## config.mk

```make
export PLATFORM = sky130hd
export DESIGN_NAME = serial_rx
export DESIGN_NICKNAME = d
export VERILOG_FILES = /design/src/rtl/serial_rx_pkg.sv /design/src/rtl/serial_rx_sync.sv /design/src/rtl/serial_rx_frame.sv /design/src/rtl/serial_rx_hold.sv /design/src/rtl/serial_rx_irq.sv /design/src/rtl/serial_rx.sv
export SDC_FILE = /design/constraint.sdc
export NUM_CORES = 1
export LEC_CHECK = 0
export CAP_MARGIN = 10
export CORE_ASPECT_RATIO = 1.25
export CORE_UTILIZATION = 54
export CTS_CLUSTER_SIZE = 20
export DETAILED_ROUTE_END_ITERATION = 7
export HOLD_SLACK_MARGIN = 0.05
export PLACE_DENSITY = 0.89
export SYNTH_ARGS = -nofsm -noshare
export SYNTH_HDL_FRONTEND = slang
export SYNTH_HIERARCHICAL = 1
export SYNTH_SLANG_ARGS = --single-unit
```

## constraint.sdc

```tcl
create_clock -name clk -period 2.9 [get_ports clk]
set_clock_uncertainty 0.2 [all_clocks]
set_input_delay 0.58 -clock clk [delete_from_list [all_inputs] [get_ports clk]]
set_output_delay 0.58 -clock clk [all_outputs]
set_load 0.05 [all_outputs]
```

## src/rtl/serial_rx_pkg.sv

```systemverilog
package serial_rx_pkg;
    typedef enum logic [2:0] {
        ST_IDLE,
        ST_START,
        ST_DATA,
        ST_PAR,
        ST_STOP,
        ST_WAIT
    } rx_state_e;
endpackage

```

## src/rtl/serial_rx_sync.sv

```systemverilog
module serial_rx_sync #(
    parameter int STAGES = 2
) (
    input  logic clk,
    input  logic rst_n,
    input  logic rxd,
    output logic line
);
    typedef struct packed {
        logic [STAGES-1:0] sh;
    } sync_t;

    sync_t q, d;

    always_comb begin
        d = q;
        d.sh = {q.sh[STAGES-2:0], rxd};
    end

    always_ff @(posedge clk or negedge rst_n) begin
        if (!rst_n) q <= '{sh: '1};
        else        q <= d;
    end

    assign line = q.sh[STAGES-1];
endmodule

```

## src/rtl/serial_rx_frame.sv

```systemverilog
module serial_rx_frame
    import serial_rx_pkg::*;
#(
    parameter int DATA_W = 8,
    parameter int CNT_W  = 4
) (
    input  logic              clk,
    input  logic              rst_n,
    input  logic              tick,
    input  logic              line,
    input  logic              cfg_os16,
    input  logic              cfg_start_low,
    input  logic              cfg_lsb_first,
    input  logic              cfg_par_en,
    input  logic              cfg_par_odd,
    input  logic              cfg_two_stop,
    output logic              done_o,
    output logic [DATA_W-1:0] data_o,
    output logic              perr_o,
    output logic              ferr_o,
    output logic              brk_o
);
    localparam int BIT_W = $clog2(DATA_W + 1);
    localparam logic [CNT_W-1:0] OS_MAX = {CNT_W{1'b1}};

    typedef struct packed {
        rx_state_e         st;
        logic [CNT_W-1:0]  cnt;
        logic [BIT_W-1:0]  idx;
        logic [DATA_W-1:0] sh;
        logic              par;
        logic              all_lo;
        logic              stop2nd;
        logic              ferr;
        logic              done;
        logic              perr_p;
        logic              ferr_p;
        logic              brk_p;
    } frame_t;

    frame_t q, d;

    logic [CNT_W-1:0] os_last, half_last;
    logic             at_start, fe;

    always_comb begin
        os_last   = cfg_os16 ? OS_MAX : (OS_MAX >> 1);
        half_last = os_last >> 1;
        at_start  = (line == ~cfg_start_low);
        fe        = q.ferr | at_start;

        d        = q;
        d.done   = 1'b0;
        d.perr_p = 1'b0;
        d.ferr_p = 1'b0;
        d.brk_p  = 1'b0;

        if (tick) begin
            case (q.st)
                ST_IDLE: begin
                    if (at_start) begin
                        d.st  = ST_START;
                        d.cnt = '0;
                    end
                end
                ST_START: begin
                    if (q.cnt == half_last) begin
                        d.cnt = '0;
                        if (at_start) begin
                            d.st     = ST_DATA;
                            d.idx    = '0;
                            d.par    = 1'b0;
                            d.all_lo = 1'b1;
                            d.ferr   = 1'b0;
                        end else begin
                            d.st = ST_IDLE;
                        end
                    end else begin
                        d.cnt = q.cnt + 1'b1;
                    end
                end
                ST_DATA: begin
                    if (q.cnt == os_last) begin
                        d.cnt    = '0;
                        d.par    = q.par ^ line;
                        d.all_lo = q.all_lo & at_start;
                        if (cfg_lsb_first) d.sh = {line, q.sh[DATA_W-1:1]};
                        else               d.sh = {q.sh[DATA_W-2:0], line};
                        if (q.idx == BIT_W'(DATA_W - 1)) begin
                            d.st      = cfg_par_en ? ST_PAR : ST_STOP;
                            d.stop2nd = 1'b0;
                        end else begin
                            d.idx = q.idx + 1'b1;
                        end
                    end else begin
                        d.cnt = q.cnt + 1'b1;
                    end
                end
                ST_PAR: begin
                    if (q.cnt == os_last) begin
                        d.cnt    = '0;
                        d.par    = q.par ^ line;
                        d.all_lo = q.all_lo & at_start;
                        d.st     = ST_STOP;
                    end else begin
                        d.cnt = q.cnt + 1'b1;
                    end
                end
                ST_STOP: begin
                    if (q.cnt == os_last) begin
                        d.cnt = '0;
                        if (cfg_two_stop && !q.stop2nd) begin
                            d.stop2nd = 1'b1;
                            d.ferr    = fe;
                            d.all_lo  = q.all_lo & at_start;
                        end else if (q.all_lo & at_start) begin
                            d.brk_p = 1'b1;
                            d.st    = ST_WAIT;
                        end else begin
                            d.done   = 1'b1;
                            d.ferr_p = fe;
                            d.perr_p = cfg_par_en & (q.par != cfg_par_odd);
                            d.st     = ST_IDLE;
                        end
                    end else begin
                        d.cnt = q.cnt + 1'b1;
                    end
                end
                ST_WAIT: begin
                    if (!at_start) d.st = ST_IDLE;
                end
                default: d.st = ST_IDLE;
            endcase
        end
    end

    always_ff @(posedge clk or negedge rst_n) begin
        if (!rst_n) q <= '0;
        else        q <= d;
    end

    assign done_o = q.done;
    assign data_o = q.sh;
    assign perr_o = q.perr_p;
    assign ferr_o = q.ferr_p;
    assign brk_o  = q.brk_p;


    idle_tick_chk: assert property (@(posedge clk) disable iff (!rst_n)
        (q.st == ST_IDLE && !tick) |=> q.st == ST_IDLE);


    brk_excl_chk: assert property (@(posedge clk) disable iff (!rst_n)
        q.brk_p |-> !q.done && !q.ferr_p && !q.perr_p);
endmodule

```

## src/rtl/serial_rx_hold.sv

```systemverilog
module serial_rx_hold #(
    parameter int DATA_W = 8
) (
    input  logic              clk,
    input  logic              rst_n,
    input  logic              done,
    input  logic [DATA_W-1:0] data,
    input  logic              perr,
    input  logic              ferr,
    input  logic              brk,
    input  logic              rx_ready,
    output logic              rx_valid,
    output logic [DATA_W-1:0] rx_data,
    output logic              err_parity,
    output logic              err_frame,
    output logic              err_break,
    output logic              err_overrun
);
    typedef struct packed {
        logic              valid;
        logic [DATA_W-1:0] data;
        logic              perr;
        logic              ferr;
        logic              brk;
        logic              ovr;
    } hold_t;

    hold_t q, d;

    always_comb begin
        d      = q;
        d.perr = 1'b0;
        d.ferr = 1'b0;
        d.brk  = brk;
        d.ovr  = 1'b0;
        if (q.valid && rx_ready) d.valid = 1'b0;
        if (done) begin
            if (q.valid && !rx_ready) begin
                d.ovr = 1'b1;
            end else begin
                d.valid = 1'b1;
                d.data  = data;
                d.perr  = perr;
                d.ferr  = ferr;
            end
        end
    end

    always_ff @(posedge clk or negedge rst_n) begin
        if (!rst_n) q <= '0;
        else        q <= d;
    end

    assign rx_valid    = q.valid;
    assign rx_data     = q.data;
    assign err_parity  = q.perr;
    assign err_frame   = q.ferr;
    assign err_break   = q.brk;
    assign err_overrun = q.ovr;


    valid_hold_chk: assert property (@(posedge clk) disable iff (!rst_n)
        (q.valid && !rx_ready) |=> q.valid && $stable(q.data));


    ovr_keep_chk: assert property (@(posedge clk) disable iff (!rst_n)
        q.ovr |-> q.valid);
endmodule

```

## src/rtl/serial_rx_irq.sv

```systemverilog
module serial_rx_irq (
    input  logic clk,
    input  logic rst_n,
    input  logic ie_global,
    input  logic ie_rx,
    input  logic ie_break,
    input  logic ie_parity,
    input  logic ie_frame,
    input  logic ie_overrun,
    input  logic rx_valid,
    input  logic err_break,
    input  logic err_parity,
    input  logic err_frame,
    input  logic err_overrun,
    output logic irq
);
    typedef struct packed {
        logic irq;
    } irq_t;

    irq_t q, d;

    always_comb begin
        d     = q;
        d.irq = ie_global & ((ie_rx & rx_valid) | (ie_break & err_break) |
                             (ie_parity & err_parity) | (ie_frame & err_frame) |
                             (ie_overrun & err_overrun));
    end

    always_ff @(posedge clk or negedge rst_n) begin
        if (!rst_n) q <= '0;
        else        q <= d;
    end

    assign irq = q.irq;


    irq_gate_chk: assert property (@(posedge clk) disable iff (!rst_n)
        !ie_global |=> !q.irq);
endmodule

```

## src/rtl/serial_rx.sv

```systemverilog
module serial_rx #(
    parameter int DATA_W = 8,
    parameter int CNT_W  = 4,
    parameter int SYNC_N = 2
) (
    input  logic              clk,
    input  logic              rst_n,
    input  logic              sample_tick,
    input  logic              rxd,
    input  logic              cfg_os16,
    input  logic              cfg_start_low,
    input  logic              cfg_lsb_first,
    input  logic              cfg_par_en,
    input  logic              cfg_par_odd,
    input  logic              cfg_two_stop,
    input  logic              cfg_rts_en,
    input  logic              ie_global,
    input  logic              ie_rx,
    input  logic              ie_break,
    input  logic              ie_parity,
    input  logic              ie_frame,
    input  logic              ie_overrun,
    input  logic              rx_ready,
    output logic [DATA_W-1:0] rx_data,
    output logic              rx_valid,
    output logic              err_break,
    output logic              err_parity,
    output logic              err_frame,
    output logic              err_overrun,
    output logic              irq,
    output logic              rts_n,
    output logic              rts_oe
);
    logic              line;
    logic              fr_done, fr_perr, fr_ferr, fr_brk;
    logic [DATA_W-1:0] fr_data;

    serial_rx_sync #(.STAGES(SYNC_N)) u_sync (
        .clk(clk), .rst_n(rst_n), .rxd(rxd), .line(line)
    );

    serial_rx_frame #(.DATA_W(DATA_W), .CNT_W(CNT_W)) u_frame (
        .clk(clk), .rst_n(rst_n), .tick(sample_tick), .line(line),
        .cfg_os16(cfg_os16), .cfg_start_low(cfg_start_low),
        .cfg_lsb_first(cfg_lsb_first), .cfg_par_en(cfg_par_en),
        .cfg_par_odd(cfg_par_odd), .cfg_two_stop(cfg_two_stop),
        .done_o(fr_done), .data_o(fr_data), .perr_o(fr_perr),
        .ferr_o(fr_ferr), .brk_o(fr_brk)
    );

    serial_rx_hold #(.DATA_W(DATA_W)) u_hold (
        .clk(clk), .rst_n(rst_n), .done(fr_done), .data(fr_data),
        .perr(fr_perr), .ferr(fr_ferr), .brk(fr_brk), .rx_ready(rx_ready),
        .rx_valid(rx_valid), .rx_data(rx_data), .err_parity(err_parity),
        .err_frame(err_frame), .err_break(err_break), .err_overrun(err_overrun)
    );

    serial_rx_irq u_irq (
        .clk(clk), .rst_n(rst_n), .ie_global(ie_global), .ie_rx(ie_rx),
        .ie_break(ie_break), .ie_parity(ie_parity), .ie_frame(ie_frame),
        .ie_overrun(ie_overrun), .rx_valid(rx_valid), .err_break(err_break),
        .err_parity(err_parity), .err_frame(err_frame),
        .err_overrun(err_overrun), .irq(irq)
    );

    assign rts_n  = rx_valid;
    assign rts_oe = cfg_rts_en;
endmodule

```

Word level (Yosys, flattened, before mapping)
Index checks and enable logic that the tools add are counted.

storage, ports and cells
  memories = 0
  register bits after elaboration = 43
  latch bits = 0
  memory bits (writable) = 0
  output and inout port bits = 16
  input bits = 18
  logic and storage cells = 125
  memory bits (read-only) = 0

cells by class
  equal/unequal tests = 21
  bitwise operators = 16
  reduce and logical (&&, ||, !) cells = 22
  muxes and demuxes = 44
  add/subtract/negate cells = 2
  multiply operators = 0
  div/mod/pow operators = 0
  magnitude comparators = 0
  shifts and indexed selects = 0

operators by type and width
  operator                                                number
  two-way mux 4 bit                                       9
  two-way mux 3 bit                                       11
  AND reduction 6 bit                                     4
  two-way mux 11 bit                                      2
  one-hot mux 3 bit (6 select lines)                      1
  inequality test 2 x 1 -> 1 bit (second input constant)  8
  two-way mux 15 bit                                      1
  two-way mux 7 bit                                       2
  one-hot mux 4 bit (3 select lines)                      1
  AND reduction 9 bit                                     1
  adder 4 x 1 -> 4 bit (second input constant)            2
  AND 1 bit                                               8
  two-way mux 2 bit                                       4
  two-way mux 8 bit                                       1
  one-hot mux 4 bit (2 select lines)                      1
  AND reduction 8 bit                                     1
  two-way mux 1 bit                                       7
  equality test 3 x 2 -> 1 bit (second input constant)    2
  equality test 3 bit (second input constant)             2
  inequality test 2 bit (second input constant)           3
  AND reduction 3 bit                                     2
  nonzero test 2 bit                                      3
  nonzero test 3 bit                                      2
  bitwise OR 1 bit                                        5
  other kinds (17)                                        22

Logic depth before layout (Yosys ltp)
  depth after elaboration = 8
  depth in mapped cells = 7
  mapped depth without buffers = 6

Cells and area by module
The synthesis kept the hierarchy.

by module, submodules not included
  module           instances  area each (µm²)  cells each  seq. area each (µm²)
  serial_rx_frame  1          1687.9           184         675.6
  serial_rx_hold   1          496.7            28          325.3
  serial_rx_sync   1          52.6             2           52.6
  serial_rx_irq    1          50.0             4           25.0
  serial_rx        1          15.0             2           0.0

Worst setup path after synthesis
No wires, ideal clock.

  path kind = input port to flip-flop
  start point = input port cfg_os16
  end point = register u_frame/q[25] (netlist bit)
  cell stages on the path = 5
  path slack = 0.748 ns
  buffers on the path = 0
  data arrival time = 1.825 ns
  required time = 2.573 ns
  library setup time = 0.127 ns
  cell sequence = xor2_1 nor3b_2 o22ai_1 a2111oi_4 mux2_1

on the way
  word-level cells in the longest chain between the ends = 4
  elaborated cells on any way between the ends = 8
  those cells by class = eq/ne: 6; mux: 1; reduce/logical: 1

RTL lines
  what                                                                 line                    RTL
  start, declared                                                      serial_rx.sv:10         input logic cfg_os16,
  two-way mux 4 bit *                                                  serial_rx_frame.sv:47   os_last = cfg_os16 ? OS_MAX : (OS_MAX >> 1);
  equality test 4 bit or equality test 4 x 3 -> 1 bit (tied branches)  n/a
  inequality test 2 x 1 -> 1 bit (no source line)                      n/a
  AND reduction 9 bit (no source line) *                               n/a
  end signal, assigned                                                 serial_rx_frame.sv:138  if (!rst_n) q <= '0;
  end signal, assigned                                                 serial_rx_frame.sv:139  else q <= d;
  end, declared                                                        serial_rx_frame.sv:41   frame_t q, d;

Mark *: on every way between the ends. The rest lies on a longest branch, timed or not.
A chain may end at the register's enable or synchronous reset.

Final worst setup path
  start point = input port cfg_start_low
  end point = register u_frame/q[26] (netlist bit)

on the way
  word-level cells in the longest chain between the ends = 7
  elaborated cells on any way between the ends = 10
  those cells by class = eq/ne: 3; mux: 4; bitwise: 2; reduce/logical: 1

RTL lines
  what                                line                    RTL
  start, declared                     serial_rx.sv:11         input logic cfg_start_low,
  NOT 1 bit *                         serial_rx_frame.sv:49   at_start = (line == ~cfg_start_low);
  equality test 1 bit *               serial_rx_frame.sv:49
  AND 1 bit                           serial_rx_frame.sv:116  end else if (q.all_lo & at_start) begin
  two-way mux 3 bit                   serial_rx_frame.sv:116
  two-way mux 3 bit                   serial_rx_frame.sv:112  if (cfg_two_stop && !q.stop2nd) begin
  two-way mux 3 bit                   serial_rx_frame.sv:110  if (q.cnt == os_last) begin
  one-hot mux 3 bit (6 select lines)  serial_rx_frame.sv:59   case (q.st)

Mark *: on every way between the ends. The rest lies on a longest branch, timed or not. The select of a mux whose other input is x is not followed.

==> run summary <==
Walking the worst path, the cells encountered are clkdlybuf4s50_1, xor2_1, buf_4, nand3_1, o31ai_1, a2111oi_4, mux2_1. The count of routing violations after the opening detailed-route iteration is 43. The synthesized area per cell came out at between 10 and 15 µm². The total number of nets in the final design came out at approximately 270. The final-report max-slew violation count came to 0. The clock transition time at the flip-flop clock pins of the worst setup and hold paths came out at ~0.080 ns. Static timing analysis puts the maximum clock frequency at between 0.4 and 0.5 GHz. The power density normalized to cell area came out at roughly 640 nW/µm². The adder and majority gate portion of the synthesized area came out at 0.0109. The clock period minus final worst setup slack is 2.47 ns. The category of the worst setup path launch point is an input port. The met3 demand-to-capacity share in global routing is 0.0464. The number of buffers inserted for hold repair after clock tree synthesis is 0.

The via count of the first global-routing pass is roughly 1.6k. For this block, the routed nets add up to 4350 µm of wire. The cell area after synthesis is roughly 2300 µm².

The number of cells upsized or downsized after cts is 0. The number of flip-flops and latches in the synthesized netlist came out at 43. The number of top-level pins came out at 34. The post-route cell area is 2740 µm². The count of vias placed by the detailed router came out at 1760. Counting every net in the synthesized netlist gives 240. The stage delay of the slowest cell on the critical path is roughly 0.46 ns. After synthesis, the share of cell area in mux cells is 0.106. The met2 global-route usage came out at 0.372. The most instantiated flip-flop cell in the synthesis netlist is dfrtp_1. In the final layout, the share of cells above drive strength 1 is 0.146. The total of buffers placed on input and output ports is 31. The distinct cell type count of the synthesized netlist came out at 55. The initial antenna violation count came out at 0. The tool flagged a number of max-cap violations equal to 0. The worst-path cell with the longest stage delay is a2111oi_4. The start-to-end type of the worst setup path is input port to flop. The wire length of the first global-routing pass came out at just over 7000 µm. The detailed-router iteration count before antenna repair came out at 4. The worst slew margin relative to its limit came out at 0.398.

The number of flops mapped to enable cells by yosys came out at 0. The root buffer selected by CTS is clkbuf_8. The number of diodes added for antenna fixing came out at 0.

The overall die area came out at around 4500 µm². The global placer's final weighted congestion came out at 0.849. The detailed placement HPWL came out at 3170 µm. The clock sink total is between 40 and 50.

For the worst setup path, the data required time is approximately 2.9 ns. The most common cell after layout, fill and taps aside is dfrtp_1. TritonCTS built the clock tree. For this run, global-route usage on met1 was measured as 0.251.

Row generation in the floorplan step produced 26 rows. Of the total synthesized cell area, the portion taken by AND, OR, NAND and NOR gates is 0.175. The post-CTS setup-driven buffer insertion count came out at 0. Setup violations remaining at the end of the flow were counted as 0. Counting both buffers and inverters, the worst setup path holds a total of 2. The instance count of the mapped netlist is 220. For this run, the total global-route usage over all layers was measured as 0.213.

The setup TNS came out at 0 ns. Of all flip-flops after synthesis, the portion carrying an async set or reset was 1.00. The average vias per placed instance is between 5 and 6. In this run the number of H-tree levels came out at 2. The slew of the pin with the lowest slew margin is between 0.9 and 1 ns. Entering global routing, the biggest net connects between 40 and 50 pins. The worst slack after detailed placement is roughly 0.16 ns. The final worst slack is about 0.43 ns. The average detailed-routed wire length per instance came out at approximately 14 µm. The DRC violation count after routing came out at 0. The number of buffers on the longest clock path is 2. Setup repair after global routing left no endpoint under its margin.

The initial utilization of the core area, before any placement, comes to 0.562. Clock tree synthesis inserted a total of 5 buffers. The area share of xor/xnor cells in the synthesized design is 0.0152. The worst min-delay path class is flop to flop. The final total power came out at ~0.0018 W. The post-route antenna net violation count is 0.

met2 is the most crowded layer. STA classifies the critical path endpoint as a flop. The run finished with clean final reports. The dominant combinational cell family by area after synthesis is simple AND/OR/NAND/NOR gates. The number of hold violations in the final report is 0. The fraction of the cycle the final worst path needs is 0.852. The library cells used most frequently in the layout, excluding fill and tap cells, are dfrtp_1 (41), clkdlybuf4s50_1 (30), nand2_1 (18), o21ai_0 (18), nor2_1 (13). The clock reaches the later pin of the worst-skew pair after 0.29 ns. The total of warnings raised by yosys is 6. Among cell families on the critical path, the largest total delay comes from buffers and inverters. The leakage power figure came out at about 1.2 nW. The total grt overflow is 0. The signed area change from the synthesized netlist to the final layout came out at 18.8%.

Data arrives at the worst endpoint at approximately 2.5 ns. The cell area after placement came out at ~2600 µm². The region available for standard cell placement spans a little over 4000 µm². The chip height came out at 75 µm.

Hold timing on the final database bottoms out at a slack of approximately 0.15 ns. The fraction of the yosys area taken by sequential cells is 0.468. The die boundary width is 60.4 µm. The complex-gate fraction of the synthesized area is 0.167. The largest voltage drop on the vdd net is 0.399 mV. The maximum net fanout on the critical path came out at 5.
-- path summary, 6_finish.rpt --
kind | cells past startpoint | slack [ns] | endpoint | start
max reg2reg | 6 | 0.65 | u_frame/q[26] | u_sync/q[1]
min in group asynchronous | 1 | 0.21 | u_frame/q[4] | rst_n
min | 0 | 0.15 | u_sync/q[1] | u_sync/q[0]
min reg2reg | 0 | 0.15 | u_sync/q[1] | u_sync/q[0]
max in group asynchronous | 1 | 1.73 | u_frame/q[21] | rst_n
max | 7 | 0.43 | u_frame/q[26] | cfg_start_low
-- metrics by stage --
stage | utilization | cells
6_report | 0.667 | 302
5_1_grt | 0.667 | 302
4_1_cts | 0.667 | 302
3_5_place_dp | 0.635 | 294
3_3_place_gp | 0.635 | 294
2_1_floorplan | - | 220
-- synth_stat cells (3+ instances only) --
| master | count | area (µm²) |
|---|---|---|
| nand3_1 | 8 | 40.0 |
| mux2i_1 | 9 | 90.1 |
| mux2_4 | 8 | 120 |
| o21ai_1 | 7 | 35.0 |
| nand2b_1 | 6 | 37.5 |
| o211ai_1 | 3 | 22.5 |
| o21ai_0 | 18 | 90.1 |
| nand2_1 | 18 | 67.6 |
| nor2_1 | 13 | 48.8 |
| clkbuf_1 | 3 | 11.3 |
| inv_1 | 5 | 18.8 |
| nor3_1 | 5 | 25.0 |
| dfrtp_1 | 41 | 1030 |
| buf_4 | 11 | 82.6 |
| buf_2 | 3 | 15.0 |
| a21oi_1 | 6 | 30.0 |
| nor2b_1 | 3 | 18.8 |
| xor2_1 | 4 | 35.0 |
-- registers in the layout, indices dropped and copies added, names as in the netlist, 2 cells and up --
register / count
u_frame/data_o: 8
u_frame/q: 15
u_hold/rx_data: 8
u_sync/q: 2
-- area by class of cell --
| class | instances | area (µm²) |
|---|---|---|
| Clock inverter | 2 | 60.1 |
| Timing Repair Buffer | 36 | 343 |
| Sequential cell | 43 | 1080 |
| Fill cell | 323 | 1360 |
| Clock buffer | 6 | 72.6 |
| Multi-Input combinational cell | 154 | 1090 |
| Tap cell | 56 | 70.1 |
| Inverter | 5 | 18.8 |
-- metal layers --
metal / wire [µm] / vias to the layer above
met5: 0 / -
li1: - / 837
met2: 2190 / 42
met3: 144 / 11
met1: 1940 / 870
met4: 72 / 0
-- cell families (layout without fill, tap and decap cells) --
group | Yosys count | count (layout)
compound gates | 55 | 55
xor+xnor | 4 | 4
fa+ha+maj | 2 | 2
mux | 20 | 20
simple gates | 73 | 73
flops | 43 | 43
buf+inv | 23 | 49
-- report_power, final --
group / internal, W / total [W] / switching (W)
Combinational: 0.000198 / 0.000457 / 0.000259
Sequential: 0.000660 / 0.000758 / 0.0000980
Clock: 0.000344 / 0.000544 / 0.000200
Total: 0.00120 / 0.00176 / 0.000557
No activity file was read; power rests on OpenSTA's default activity.
